$ cat src/rtl/sysreg_file.sv
module sysreg_file #(
  parameter int DW = 32,
  parameter int IW = 5
) (
  input  logic          clk,
  input  logic          rst_n,
  input  logic          wr_en,
  input  logic [IW-1:0] wr_idx,
  input  logic [DW-1:0] wr_data,
  input  logic          dbg,
  input  logic [IW-1:0] rd_idx,
  output logic [DW-1:0] rd_data,
  input  logic [3:0]    cond_code,
  output logic          cond_true,
  output logic          flag_z,
  output logic          flag_s,
  output logic          flag_ov,
  output logic          flag_cy,
  output logic          int_dis,
  output logic          trap_en,
  output logic          exc_pend,
  output logic          nmi_pend,
  output logic [3:0]    int_level
);
  localparam logic [IW-1:0] I_EPC  = IW'(0),  I_EPS  = IW'(1),  I_DPC = IW'(2),
                            I_DPS  = IW'(3),  I_CAUS = IW'(4),  I_ST  = IW'(5),
                            I_IDN  = IW'(6),  I_TCTL = IW'(7),  I_CC  = IW'(24),
                            I_TRAP = IW'(25), I_SCR  = IW'(29), I_K30 = IW'(30),
                            I_ABS  = IW'(31);
  localparam logic [DW-1:0] ST_MASK  = DW'(32'h000F_F3FF);
  localparam logic [DW-1:0] PC_MASK  = ~DW'(1);
  localparam logic [DW-1:0] ST_RESET = DW'(32'h0000_8000);
  localparam logic [15:0]   EC_RESET = 16'hFFF0;

  logic [DW-1:0] epc_q, eps_q, dpc_q, dps_q, st_q, trap_q, scr_q, abs_q;
  logic [15:0]   dcode_q, ecode_q;
  logic          icache_en_q;

  always_ff @(posedge clk or negedge rst_n) begin
    if (!rst_n) begin
      epc_q <= '0; eps_q <= '0; dpc_q <= '0; dps_q <= '0;
      trap_q <= '0; scr_q <= '0; abs_q <= '0;
      st_q <= ST_RESET;
      dcode_q <= '0; ecode_q <= EC_RESET;
      icache_en_q <= 1'b0;
    end else if (wr_en) begin
      case (wr_idx)
        I_EPC:  epc_q  <= wr_data & PC_MASK;
        I_DPC:  dpc_q  <= wr_data & PC_MASK;
        I_TRAP: trap_q <= wr_data & PC_MASK;
        I_EPS:  eps_q  <= wr_data & ST_MASK;
        I_DPS:  dps_q  <= wr_data & ST_MASK;
        I_ST:   st_q   <= wr_data & ST_MASK;
        I_SCR:  scr_q  <= wr_data;
        I_ABS:  abs_q  <= (!dbg && wr_data[DW-1]) ? -wr_data : wr_data;
        I_CC:   icache_en_q <= wr_data[1];
        I_CAUS: if (dbg) begin
                  dcode_q <= wr_data[31:16];
                  ecode_q <= wr_data[15:0];
                end
        default: ;
      endcase
    end
  end

  always_comb begin
    case (rd_idx)
      I_EPC:   rd_data = epc_q;
      I_EPS:   rd_data = eps_q;
      I_DPC:   rd_data = dpc_q;
      I_DPS:   rd_data = dps_q;
      I_CAUS:  rd_data = {dcode_q, ecode_q};
      I_ST:    rd_data = st_q;
      I_IDN:   rd_data = DW'(32'h0000_5346);
      I_TCTL:  rd_data = DW'(32'h0000_00E0);
      I_CC:    rd_data = DW'({icache_en_q, 1'b0});
      I_TRAP:  rd_data = trap_q;
      I_SCR:   rd_data = scr_q;
      I_K30:   rd_data = DW'(32'h0000_0004);
      I_ABS:   rd_data = abs_q;
      default: rd_data = '0;
    endcase
  end

  assign flag_z    = st_q[0];
  assign flag_s    = st_q[1];
  assign flag_ov   = st_q[2];
  assign flag_cy   = st_q[3];
  assign int_dis   = st_q[12];
  assign trap_en   = st_q[13];
  assign exc_pend  = st_q[14];
  assign nmi_pend  = st_q[15];
  assign int_level = st_q[19:16];

  logic [7:0] cond_base;
  assign cond_base = {(flag_ov ^ flag_s) | flag_z, flag_ov | flag_s, 1'b1, flag_s,
                      flag_cy | flag_z, flag_z, flag_cy, flag_ov};
  assign cond_true = cond_base[cond_code[2:0]] ^ cond_code[3];

  assert_status_mask_R2: assert property (@(posedge clk) disable iff (!rst_n)
    (wr_en && wr_idx == I_ST) |=> (rd_idx != I_ST || rd_data == ($past(wr_data) & ST_MASK)));
  assert_pc_even_R3: assert property (@(posedge clk) disable iff (!rst_n)
    (rd_idx == I_EPC || rd_idx == I_DPC || rd_idx == I_TRAP) |-> !rd_data[0]);
  assert_ident_const_R4: assert property (@(posedge clk) disable iff (!rst_n)
    rd_idx == I_IDN |-> rd_data == DW'(32'h0000_5346));
  assert_cause_locked_R5: assert property (@(posedge clk) disable iff (!rst_n)
    (wr_en && wr_idx == I_CAUS && !dbg) |=> ($stable(dcode_q) && $stable(ecode_q)));
  assert_abs_sign_R6: assert property (@(posedge clk) disable iff (!rst_n)
    (wr_en && wr_idx == I_ABS && !dbg) |=> (!abs_q[DW-1] || abs_q == {1'b1, {(DW-1){1'b0}}}));
  assert_always_code_R8: assert property (@(posedge clk) disable iff (!rst_n)
    cond_code == 4'd5 |-> cond_true);
  assert_never_code_R9: assert property (@(posedge clk) disable iff (!rst_n)
    cond_code == 4'd13 |-> !cond_true);
endmodule

$ cat config.mk
export PLATFORM = sky130hd
export DESIGN_NAME = sysreg_file
export DESIGN_NICKNAME = d
export VERILOG_FILES = /design/src/rtl/sysreg_file.sv
export SDC_FILE = /design/constraint.sdc
export NUM_CORES = 1
export LEC_CHECK = 0
export ABC_AREA = 1
export BUFFER_PORTS_ARGS = -buffer_cell sky130_fd_sc_hd__buf_4
export CAP_MARGIN = 10
export CORE_AREA = 2 2 163 149
export DETAILED_ROUTE_END_ITERATION = 7
export DIE_AREA = 0 0 165 151
export GPL_ROUTABILITY_DRIVEN = 0
export HOLD_SLACK_MARGIN = 0.05
export PLACE_DENSITY = 0.68
export SYNTH_ARGS = -nofsm -noshare
export SYNTH_HDL_FRONTEND = slang
export SYNTH_SLANG_ARGS = --single-unit
$ cat constraint.sdc
create_clock -name clk -period 2.8 [get_ports clk]
set_input_delay 0.14 -clock clk [delete_from_list [all_inputs] [get_ports clk]]
set_output_delay 0.14 -clock clk [all_outputs]
set_load 0.01 [all_outputs]
==> results of run 1 <==
-- area by class of cell --
class                   instances  area [µm²]
well taps                     302       377.9
flip-flops and latches        244        6122
multi-input cells            1048        4710
repair buffers                151        1251
fillers                      2110        9464
inverters                      71       266.5
clock buffers                  36       769.5
clock inverters                11       182.7
-- layer usage --
| layer | vias to the layer above | global-route usage | part of all wire |
|---|---|---|---|
| met3 | 51 | 0.03341 | 0.071 |
| met5 | - | 0 | 0 |
| met2 | 389 | 0.4121 | 0.45 |
| li1 | 4919 | - | - |
| met1 | 4888 | 0.4079 | 0.46 |
| met4 | 0 | 0.06261 | 0.019 |
-- worst min-delay path by stage --
stage               startpoint                 endpoint  depth (start not counted)  slack (ps)
floorplan                rst_n     abs_q[0]$_DFFE_PN0P_                          0        -160
global placement         rst_n     dpc_q[7]$_DFFE_PN0P_                          1         170
detailed placement       rst_n     dpc_q[7]$_DFFE_PN0P_                          1         160
CTS                 wr_data[7]   ecode_q[7]$_DFFE_PN1P_                          3          70
global route         wr_idx[4]  icache_en_q$_DFFE_PN0P_                          5         110
finish              wr_data[7]   ecode_q[7]$_DFFE_PN1P_                          3         100
-- cells by family (layout without fill, tap and decap cells) --
logic type / Yosys count / in the layout / share of synthesized area
AOI/OAI and AO/OA: 308 / 308 / 0.1395
DFF: 244 / 244 / 0.5362
buffers and inverters: 144 / 269 / 0.05238
adders and majority gates: 2 / 2 / 0.002191
xor gates and xnor gates: 10 / 10 / 0.007671
and+or+nand+nor: 728 / 728 / 0.2620
-- state kept, by name, summed over array words and instances (netlist names) --
register / flops
eps_q: 18
dpc_q: 31
icache_en_q: 1
st_q: 18
ecode_q: 16
dps_q: 18
scr_q: 32
abs_q: 32
trap_q: 31
epc_q: 31
dcode_q: 16
-- power by group through the flow --
stage / registers [µW] / logic [µW] / clock network, µW
after floorplan: 4510 / 739 / 0
after global placement: 4570 / 1130 / 0
after detailed placement: 4580 / 1170 / 0
after CTS: 4540 / 1210 / 3820
after global routing: 4620 / 1400 / 3960
final: 4540 / 1210 / 3780
-- worst max-delay path: stages (launching register included) --
cell and delay [ps]:
sky130_fd_sc_hd__dfrtp_1 390, sky130_fd_sc_hd__inv_1 120, sky130_fd_sc_hd__ha_1 240, sky130_fd_sc_hd__nor3_1 170, sky130_fd_sc_hd__a21oi_1 60, sky130_fd_sc_hd__o21ai_0 150, sky130_fd_sc_hd__nand2_1 90, sky130_fd_sc_hd__xor2_1 140
sky130_fd_sc_hd__buf_4 140
-- cells in the final DEF (no fill, tap or decap), drive strengths merged --
| master | n |
|---|---|
| nand2 | 545 |
| o21ai | 248 |
| dfrtp | 231 |
| buf | 117 |
| inv | 70 |
| nor2 | 70 |
| nand3 | 63 |
| a21oi | 41 |
| nand4 | 38 |
| clkbuf | 36 |
| dlygate4sd3 | 34 |
| dfstp | 13 |
| xor2 | 10 |
| a211oi | 9 |
| nor3 | 7 |
| clkinv | 6 |
| bufinv | 5 |
| a22o | 3 |
| a221oi | 2 |
| o211ai | 2 |
| nor3b | 2 |
| or2 | 2 |
| ha | 2 |
| a22oi | 1 |
| a31oi | 1 |
| nor4 | 1 |
| o22ai | 1 |
| clkinvlp | 1 |
-- stage by stage --
step                      power, µW  setup WS (ps)  std cells    util
after global placement         5701          883.3       1782  0.5352
after global routing           9982          416.7       1863  0.5911
after CTS                      9573          633.1       1863  0.5911
after detailed placement       5750          807.5       1782  0.5352
final                          9528          645.9       1863  0.5911
after floorplan                5245           1273       1436       -
-- repair_timing --
action	4_1_cts	5_1_grt
resized for setup	0	0
buffers inserted	0	0
hold endpoints to repair	186	0
hold buffers	34	0
==> results.yml, run 1 <==
critical_path:
  critical_path.endpoint_type: "primary output"
  cp_data_arrival_time_ps: 2010
  crit_path_start_kind: "register"
  setup_crit_end: "cond_true"
  critical_path.reg2reg.startpoint: "st_q[3]$_DFFE_PN0P_"
  r2r-end: "st_q[3]$_DFFE_PN0P_"
  worst-r2r-setup-slack_ps: 2010
  path_max_fanout: 3
  timing.reg2reg.worst_path_depth: 2
  worstSetupPathType: "register to primary output"
  cp-startpoint: "st_q[2]$_DFFE_PN0P_"
  required_ps: 2660
clocking:
  h-tree-depth: 1
  clk_transition_reported_paths_ps: 60
  cts_tree: "done"
  clk_root_buffer_cell: "sky130_fd_sc_hd__clkbuf_16"
  clock_sink_count: 244
  cts_max_path_buffers: 3
  cts_made_buffers: 26
  clock_latency_ps: 520
synthesis:
  netlist.area_leader.share: 0.5063
  syn-mean-instance-area_um2: 7.951
  synth_enable_flop_cells: 0
  ys_seq_elements: 244
  netlist_area_um2: 11420
  post_synth_main_area_contributors: "sky130_fd_sc_hd__dfrtp_1, sky130_fd_sc_hd__nand2_1, sky130_fd_sc_hd__o21ai_0, sky130_fd_sc_hd__dfstp_2, sky130_fd_sc_hd__nand3_1"
  synth_ff_type: "sky130_fd_sc_hd__dfrtp_1"
  yosysWarningCount: 0
  yosysSeqAreaShare: 0.5362
  post_synth_most_frequent_cells: "sky130_fd_sc_hd__nand2_1, sky130_fd_sc_hd__dfrtp_1, sky130_fd_sc_hd__o21ai_0, sky130_fd_sc_hd__nor2_1, sky130_fd_sc_hd__inv_1"
  post-synth-top-count-cell: "sky130_fd_sc_hd__nand2_1"
  netlist-cell-type-count: 34
  synth_cells: 1436
  synth_top_cell_by_area: "sky130_fd_sc_hd__dfrtp_1"
  synth_async_sr_flop_share: 1.000
  synth_nets: 1488
pwr:
  switchingPower_uw: 2458
  total_power_per_unit_cell_area_nw_per_um2: 696.5
  power.leakage_uw: 0.006664
  netSwitchingFraction: 0.2580
  ir_drop_mv: 0.4276
  cellInternalPower_uw: 7070
  combinational_group_share_of_total_power: 0.126
  p_clk_frac: 0.397
  seq_power_share: 0.477
floorplanning:
  design.core.area_um2: 23140
  ios: 95
  die_area_um2: 24920
  rows: 53
  initial_utilization: 0.4933
  fp.dieH_um: 151
  die_width_um: 165
drt:
  detail-route-antenna-nets: 0
  route.detailed.vias_per_inst: 5.500
  drtPass1Iterations: 5
  detail_route.drc_violations: 0
  routedWlPerCell_um: 17.26
  drt_iter0_markers: 1163
  wirelength_um: 32150
  vias: 10250
run:
  drv_cap: 0
timing:
  hold_violations: 0
  max_slew_margin: 0.4586
  timing.clock.skew_ps: 0
  fin_tns_setup_ps: 0
  rsz0062_at_grt: "no"
  clock.fmax_mhz: 464.2
  timing.final.crit_share: 0.7693
  finalSetupViolCount: 0
  whs_ps: 95.40
  timing_worst_slew_pin_value_ps: 809.2
  drv_slew: 0
  min_period_ps: 2154
global_routing:
  global_route.usage.total: 0.2683
  via_count_of_the_first_global_routing_pass: 9692
  grt_start_max_net_pins: 80
  global_route.overflow_total: 0
  grt_first_pass_wirelength_um: 52360
  number_of_antenna_violations_at_the_first_check_in_global_routing: 0
status:
  outcome: "finished, final reports clean"
min_path:
  worst_hold_path_type: "primary input to register"
layout:
  postLayoutCellArea_um2: 13680
  area_delta_synth_final_pct: 19.81
  fraction_of_final_layout_cells_sized_beyond_drive_strength_1: 0.1294
  final_net_count: 1594
  antenna_cells: 0
placement:
  count_of_buffers_from_port_buffering: 94
  post_dp_hpwl_um: 20120
  placed_cell_area_um2: 12390
(Power assumes the default switching activity.)
==> run 2, diff against run 1 <==
- clock period: 2.8 -> 2.2 ns (I/O delays scaled with it)
==> run 2 against run 1 <==
Critical path depth unchanged. Critical endpoint unchanged. Largest cell class unchanged. Sequential share of layout area down 0.24 points. First-iteration DRC count fell by 12%. Flip-flop and latch count unchanged. Power rose by 23%. Non-clock buffer count up 9. Via count shrank 0.50%. Utilization rose by 0.32 points. Routed wire length about the same.
==> results.yml, run 2 (synthesized netlist as in run 1, its figures left out) <==
floorplanning:
  ios: 95
  die_width_um: 165
  rows: 53
  fp.dieH_um: 151
  design.core.area_um2: 23140
  die_area_um2: 24920
  initial_utilization: 0.4933
timing:
  timing_worst_slew_pin_value_ps: 770.9
  hold_violations: 0
  timing.clock.skew_ps: 0
  finalSetupViolCount: 0
  min_period_ps: 2084
  drv_slew: 0
  rsz0062_at_grt: "no"
  clock.fmax_mhz: 479.9
  timing.final.crit_share: 0.9472
  max_slew_margin: 0.4807
  fin_tns_setup_ps: 0
critical_path:
  timing.reg2reg.worst_path_depth: 2
  cp_data_arrival_time_ps: 1970
  critical_path.endpoint_type: "primary output"
  path_max_fanout: 3
  crit_path_start_kind: "register"
  worstSetupPathType: "register to primary output"
  required_ps: 2090
drt:
  wirelength_um: 32140
  drtPass1Iterations: 8
  route.detailed.vias_per_inst: 5.449
  vias: 10200
  drt_iter0_markers: 1018
  detail-route-antenna-nets: 0
  routedWlPerCell_um: 17.18
  detail_route.drc_violations: 0
layout:
  final_common_cell: "sky130_fd_sc_hd__nand2_1"
  number_of_standard_cells_in_the_final_layout_excluding_fillers: 1871
  area_delta_synth_final_pct: 20.47
  fraction_of_final_layout_cells_sized_beyond_drive_strength_1: 0.1300
  top_regs: "abs_q (32), scr_q (32)"
  antenna_cells: 0
  final_net_count: 1603
  layout.cells.most_common_list: "sky130_fd_sc_hd__nand2_1, sky130_fd_sc_hd__dfrtp_1, sky130_fd_sc_hd__o21ai_0"
clocking:
  clock_latency_ps: 520
  clk_root_buffer_cell: "sky130_fd_sc_hd__clkbuf_16"
  clock_sink_count: 244
  clk_transition_reported_paths_ps: 60
  cts_max_path_buffers: 3
  h-tree-depth: 1
  cts_made_buffers: 26
  cts_tree: "done"
global_routing:
  number_of_antenna_violations_at_the_first_check_in_global_routing: 0
  via_count_of_the_first_global_routing_pass: 9742
  grt_first_pass_wirelength_um: 52300
  grt_start_max_net_pins: 70
  global_route.usage.total: 0.2677
  global_route.overflow_total: 0
pwr:
  total_power_per_unit_cell_area_nw_per_um2: 848.9
  power.leakage_uw: 0.006682
  ir_drop_mv: 0.4967
run:
  drv_cap: 0
placement:
  dp.cells: 1789
  count_of_buffers_from_port_buffering: 94
  post_dp_hpwl_um: 20570
min_path:
  worst_hold_path_type: "primary input to register"
  hold_path_depth: 5
status:
  outcome: "finished, final reports clean"
-- run 2: changes by cell type in the layout (fill, tap and decap cells not counted), sizes merged --
cell         change
bufinv           -4
dlygate4sd3      +2
clkbuf           +7
inv              -1
clkinv           -3
buf              +7
-- run 2: critical path, stage by stage, from the launching register on --
cell and delay, ps:
sky130_fd_sc_hd__dfrtp_1 370, sky130_fd_sc_hd__inv_1 90, sky130_fd_sc_hd__ha_1 290, sky130_fd_sc_hd__nor3_1 170
sky130_fd_sc_hd__a21oi_1 60, sky130_fd_sc_hd__o21ai_1 120, sky130_fd_sc_hd__nand2_1 70, sky130_fd_sc_hd__xor2_1 140
sky130_fd_sc_hd__buf_4 140
-- run 2: routing by layer --
metal  part of all wire  global-route usage
met5                  0                   0
met4              0.021             0.07043
met2               0.45              0.4142
met3              0.058             0.02903
met1               0.47              0.4031
-- run 2: final cells by class --
| type | instances | area (µm²) |
|---|---|---|
| Sequential cell | 244 | 6122 |
| Timing Repair Buffer | 160 | 1436 |
| Tap cell | 302 | 377.9 |
| Fill cell | 2076 | 9389 |
| Clock buffer | 43 | 795.8 |
| Inverter | 71 | 270.3 |
| Clock inverter | 3 | 40.04 |
| Multi-Input combinational cell | 1048 | 4712 |
-- run 2: timing repair --
| action | CTS | global route |
|---|---|---|
| endpoints found under the setup margin | 0 | 2 |
| hold buffers | 36 | 0 |
| endpoints found under the hold margin | 410 | 0 |
| resized for setup | 0 | 4 |
| buffers inserted | 0 | 0 |
-- run 2: final timing paths --
| path | startpoint | to | slack, ps |
|---|---|---|---|
| max | st_q[1]$_DFFE_PN0P_ | cond_true | 120 |
| max in group asynchronous | rst_n | ecode_q[10]$_DFFE_PN1P_ | 1310 |
| max reg2reg | ecode_q[11]$_DFFE_PN1P_ | ecode_q[11]$_DFFE_PN1P_ | 1450 |
| min reg2reg | ecode_q[5]$_DFFE_PN1P_ | ecode_q[5]$_DFFE_PN1P_ | 470 |
| min in group asynchronous | rst_n | st_q[5]$_DFFE_PN0P_ | 110 |
| min | wr_en | icache_en_q$_DFFE_PN0P_ | 50 |
-- run 2: through the flow --
| stage | worst slack, ps | area, µm² | total power, µW | hold slack, ps | util |
|---|---|---|---|---|---|
| final | 116.3 | 13750 | 11680 | 54.08 | 0.5943 |
| after CTS | 60.63 | 13750 | 11720 | 50.62 | 0.5940 |
| after global placement | 537.7 | 12550 | 7263 | 90.12 | 0.5424 |
| after floorplan | 703.0 | 11420 | 6675 | -185.6 | - |
| after global routing | 7.476 | 13750 | 12250 | 80.86 | 0.5943 |
| after detailed placement | 507.9 | 12550 | 7339 | 88.83 | 0.5424 |
-- run 2: where the power goes --
group	leakage (µW)	switching, µW	internal, µW
logic	0.00314	882	668
clock network	0.000410	1790	2560
registers	0.00313	449	5330
total	0.00668	3120	8560
==> run 3, diff against run 2 <==
- clock period: 2.2 -> 2.14 ns (I/O delays scaled with it)
==> run 3 against run 2 <==
Combinational power up 5%. Critical path depth up 2. Sequential share of layout area down 0.32 points. Routed wire length up 0.91%. Critical path type is now primary input to register. Worst setup slack worse by 30 ps. Largest cell class unchanged. First-iteration DRC count up 9.8%. Highest routed layer unchanged. Non-clock buffer count up 4. Clock skew unchanged.
==> results.yml, run 3 (synthesized netlist as in run 1, its figures left out) <==
drt:
  drtPass1Iterations: 5
  route.detailed.vias_per_inst: 5.467
  wirelength_um: 32430
  drt_iter0_markers: 1118
  detail-route-antenna-nets: 0
  top_layer_used: "met4"
  detail_route.drc_violations: 0
  wl_met1_um: 14790
  vias: 10260
  routedWlPerCell_um: 17.28
  wl_met2_um: 14560
  met3_length_um: 2486
floorplanning:
  die_width_um: 165
  die_area_um2: 24920
  design.core.area_um2: 23140
  rows: 53
  ios: 95
  fp.dieH_um: 151
  initial_utilization: 0.4933
critical_path:
  crit_path_start_kind: "primary input"
  worstSetupPathType: "primary input to register"
  cp_data_arrival_time_ps: 2520
  required_ps: 2610
  timing.reg2reg.worst_path_depth: 3
  worst-r2r-setup-slack_ps: 1350
  critical_path.reg2reg.startpoint: "st_q[2]$_DFFE_PN0P_"
  critical_path.endpoint_type: "register"
  path_max_fanout: 9
  r2r-end: "st_q[2]$_DFFE_PN0P_"
min_path:
  worst_hold_path_type: "primary input to register"
  hold_path_end: "icache_en_q$_DFFE_PN0P_"
  hold_path_depth: 5
  worst_hold_startpoint: "wr_idx[3]"
layout:
  layout.cells.most_common_list: "sky130_fd_sc_hd__nand2_1, sky130_fd_sc_hd__dfrtp_1, sky130_fd_sc_hd__o21ai_0"
  fillers: 2113
  antenna_cells: 0
  top_regs: "abs_q (32), scr_q (32)"
  final_common_cell: "sky130_fd_sc_hd__nand2_1"
  finish.utilization: 0.5986
  final_net_count: 1607
  area_delta_synth_final_pct: 21.35
  fraction_of_final_layout_cells_sized_beyond_drive_strength_1: 0.1340
  number_of_standard_cells_in_the_final_layout_excluding_fillers: 1877
run:
  drv_cap: 0
global_routing:
  via_count_of_the_first_global_routing_pass: 9755
  global_route.usage.total: 0.2705
  global_route.overflow_total: 0
  grt_start_max_net_pins: 71
  grt_first_pass_wirelength_um: 52580
  number_of_antenna_violations_at_the_first_check_in_global_routing: 0
timing:
  drv_slew: 0
  clock.fmax_mhz: 486.9
  hold_violations: 0
  timing_worst_slew_pin_value_ps: 750.8
  max_slew_margin: 0.4977
  timing.final.ws_setup_ps: 86.32
  timing.final.crit_share: 0.9597
  finalSetupViolCount: 0
  min_period_ps: 2054
  fin_tns_setup_ps: 0
  timing.clock.skew_ps: 0
placement:
  dp.cells: 1787
  count_of_buffers_from_port_buffering: 94
  post-place-ws_ps: 270.8
  post_dp_hpwl_um: 20260
pwr:
  power.leakage_uw: 0.006710
  ir_drop_mv: 0.5529
  total_power_per_unit_cell_area_nw_per_um2: 869.7
clocking:
  h-tree-depth: 1
  cts_max_path_buffers: 3
  cts_made_buffers: 26
  clk_root_buffer_cell: "sky130_fd_sc_hd__clkbuf_16"
  clock_latency_ps: 520
  clk_transition_reported_paths_ps: 60
  cts_tree: "done"
  clock_sink_count: 244
status:
  outcome: "finished, final reports clean"
run 3: cell types whose count changed in the layout (fill, tap and decap cells not counted), sizes merged:
cell	before	now
clkbuf	43	39
clkinv	3	6
dlygate4sd3	36	39
clkinvlp	1	3
buf	124	125
bufinv	1	2
run 3: worst max-delay path by stage:
stage,from,endpoint,cells past startpoint
6_report,wr_data[12],abs_q[31]$_DFFE_PN0P_,10
5_1_grt,st_q[2]$_DFFE_PN0P_,cond_true,8
4_1_cts,st_q[1]$_DFFE_PN0P_,cond_true,8
3_5_place_dp,wr_data[0],abs_q[16]$_DFFE_PN0P_,10
3_3_place_gp,wr_data[0],abs_q[16]$_DFFE_PN0P_,10
2_1_floorplan,wr_data[1],abs_q[30]$_DFFE_PN0P_,11
run 3: cell type report:
| class | instances | area, µm² | area share |
|---|---|---|---|
| repair buffers | 164 | 1499 | 0.1082 |
| multi-input cells | 1048 | 4735 | 0.3417 |
| flip-flops and latches | 244 | 6122 | 0.4419 |
| inverters | 71 | 270.3 | 0.01951 |
| clock inverters | 9 | 111.4 | 0.008038 |
| well taps | 302 | 377.9 | 0.02727 |
| clock buffers | 39 | 739.5 | 0.05337 |
run 3: through the flow:
step / hold slack, ps / power (µW) / area (µm²)
floorplan: -188.6 / 6862 / 11420
global placement: 92.93 / 7465 / 12560
detailed placement: 90.08 / 7550 / 12560
CTS: 57.07 / 12080 / 13800
global route: 99.29 / 12670 / 13850
finish: 48.85 / 12050 / 13850
run 3: worst max-delay path, cell delays in order:
cell and delay, ps:
sky130_fd_sc_hd__dlygate4sd3_1 550, sky130_fd_sc_hd__buf_4 170, sky130_fd_sc_hd__clkinvlp_4 150, sky130_fd_sc_hd__nand3_1 200
sky130_fd_sc_hd__nor2_1 190, sky130_fd_sc_hd__nand4_1 190, sky130_fd_sc_hd__nor2_1 230, sky130_fd_sc_hd__o21ai_0 100
sky130_fd_sc_hd__dlygate4sd3_1 560, sky130_fd_sc_hd__nand2_1 60
run 3: per-layer routing:
metal	vias to the layer above	track usage
li1	4937	-
met1	4905	0.4042
met2	376	0.4167
met3	44	0.04436
met4	0	0.05957
met5	-	0
run 3: power by group:
part	internal, µW	leakage [µW]	switching [µW]
Sequential	5480	0.00313	463
Clock	2630	0.000411	1850
Combinational	711	0.00317	919
Total	8820	0.00671	3230
run 3: timing repair:
item	4_1_cts	5_1_grt
setup buffers	0	3
cloned	0	0
endpoints found under the hold margin	381	0
gates resized for setup	1	7
hold buffers	39	0
endpoints found under the setup margin	1	2
pin swaps	0	3
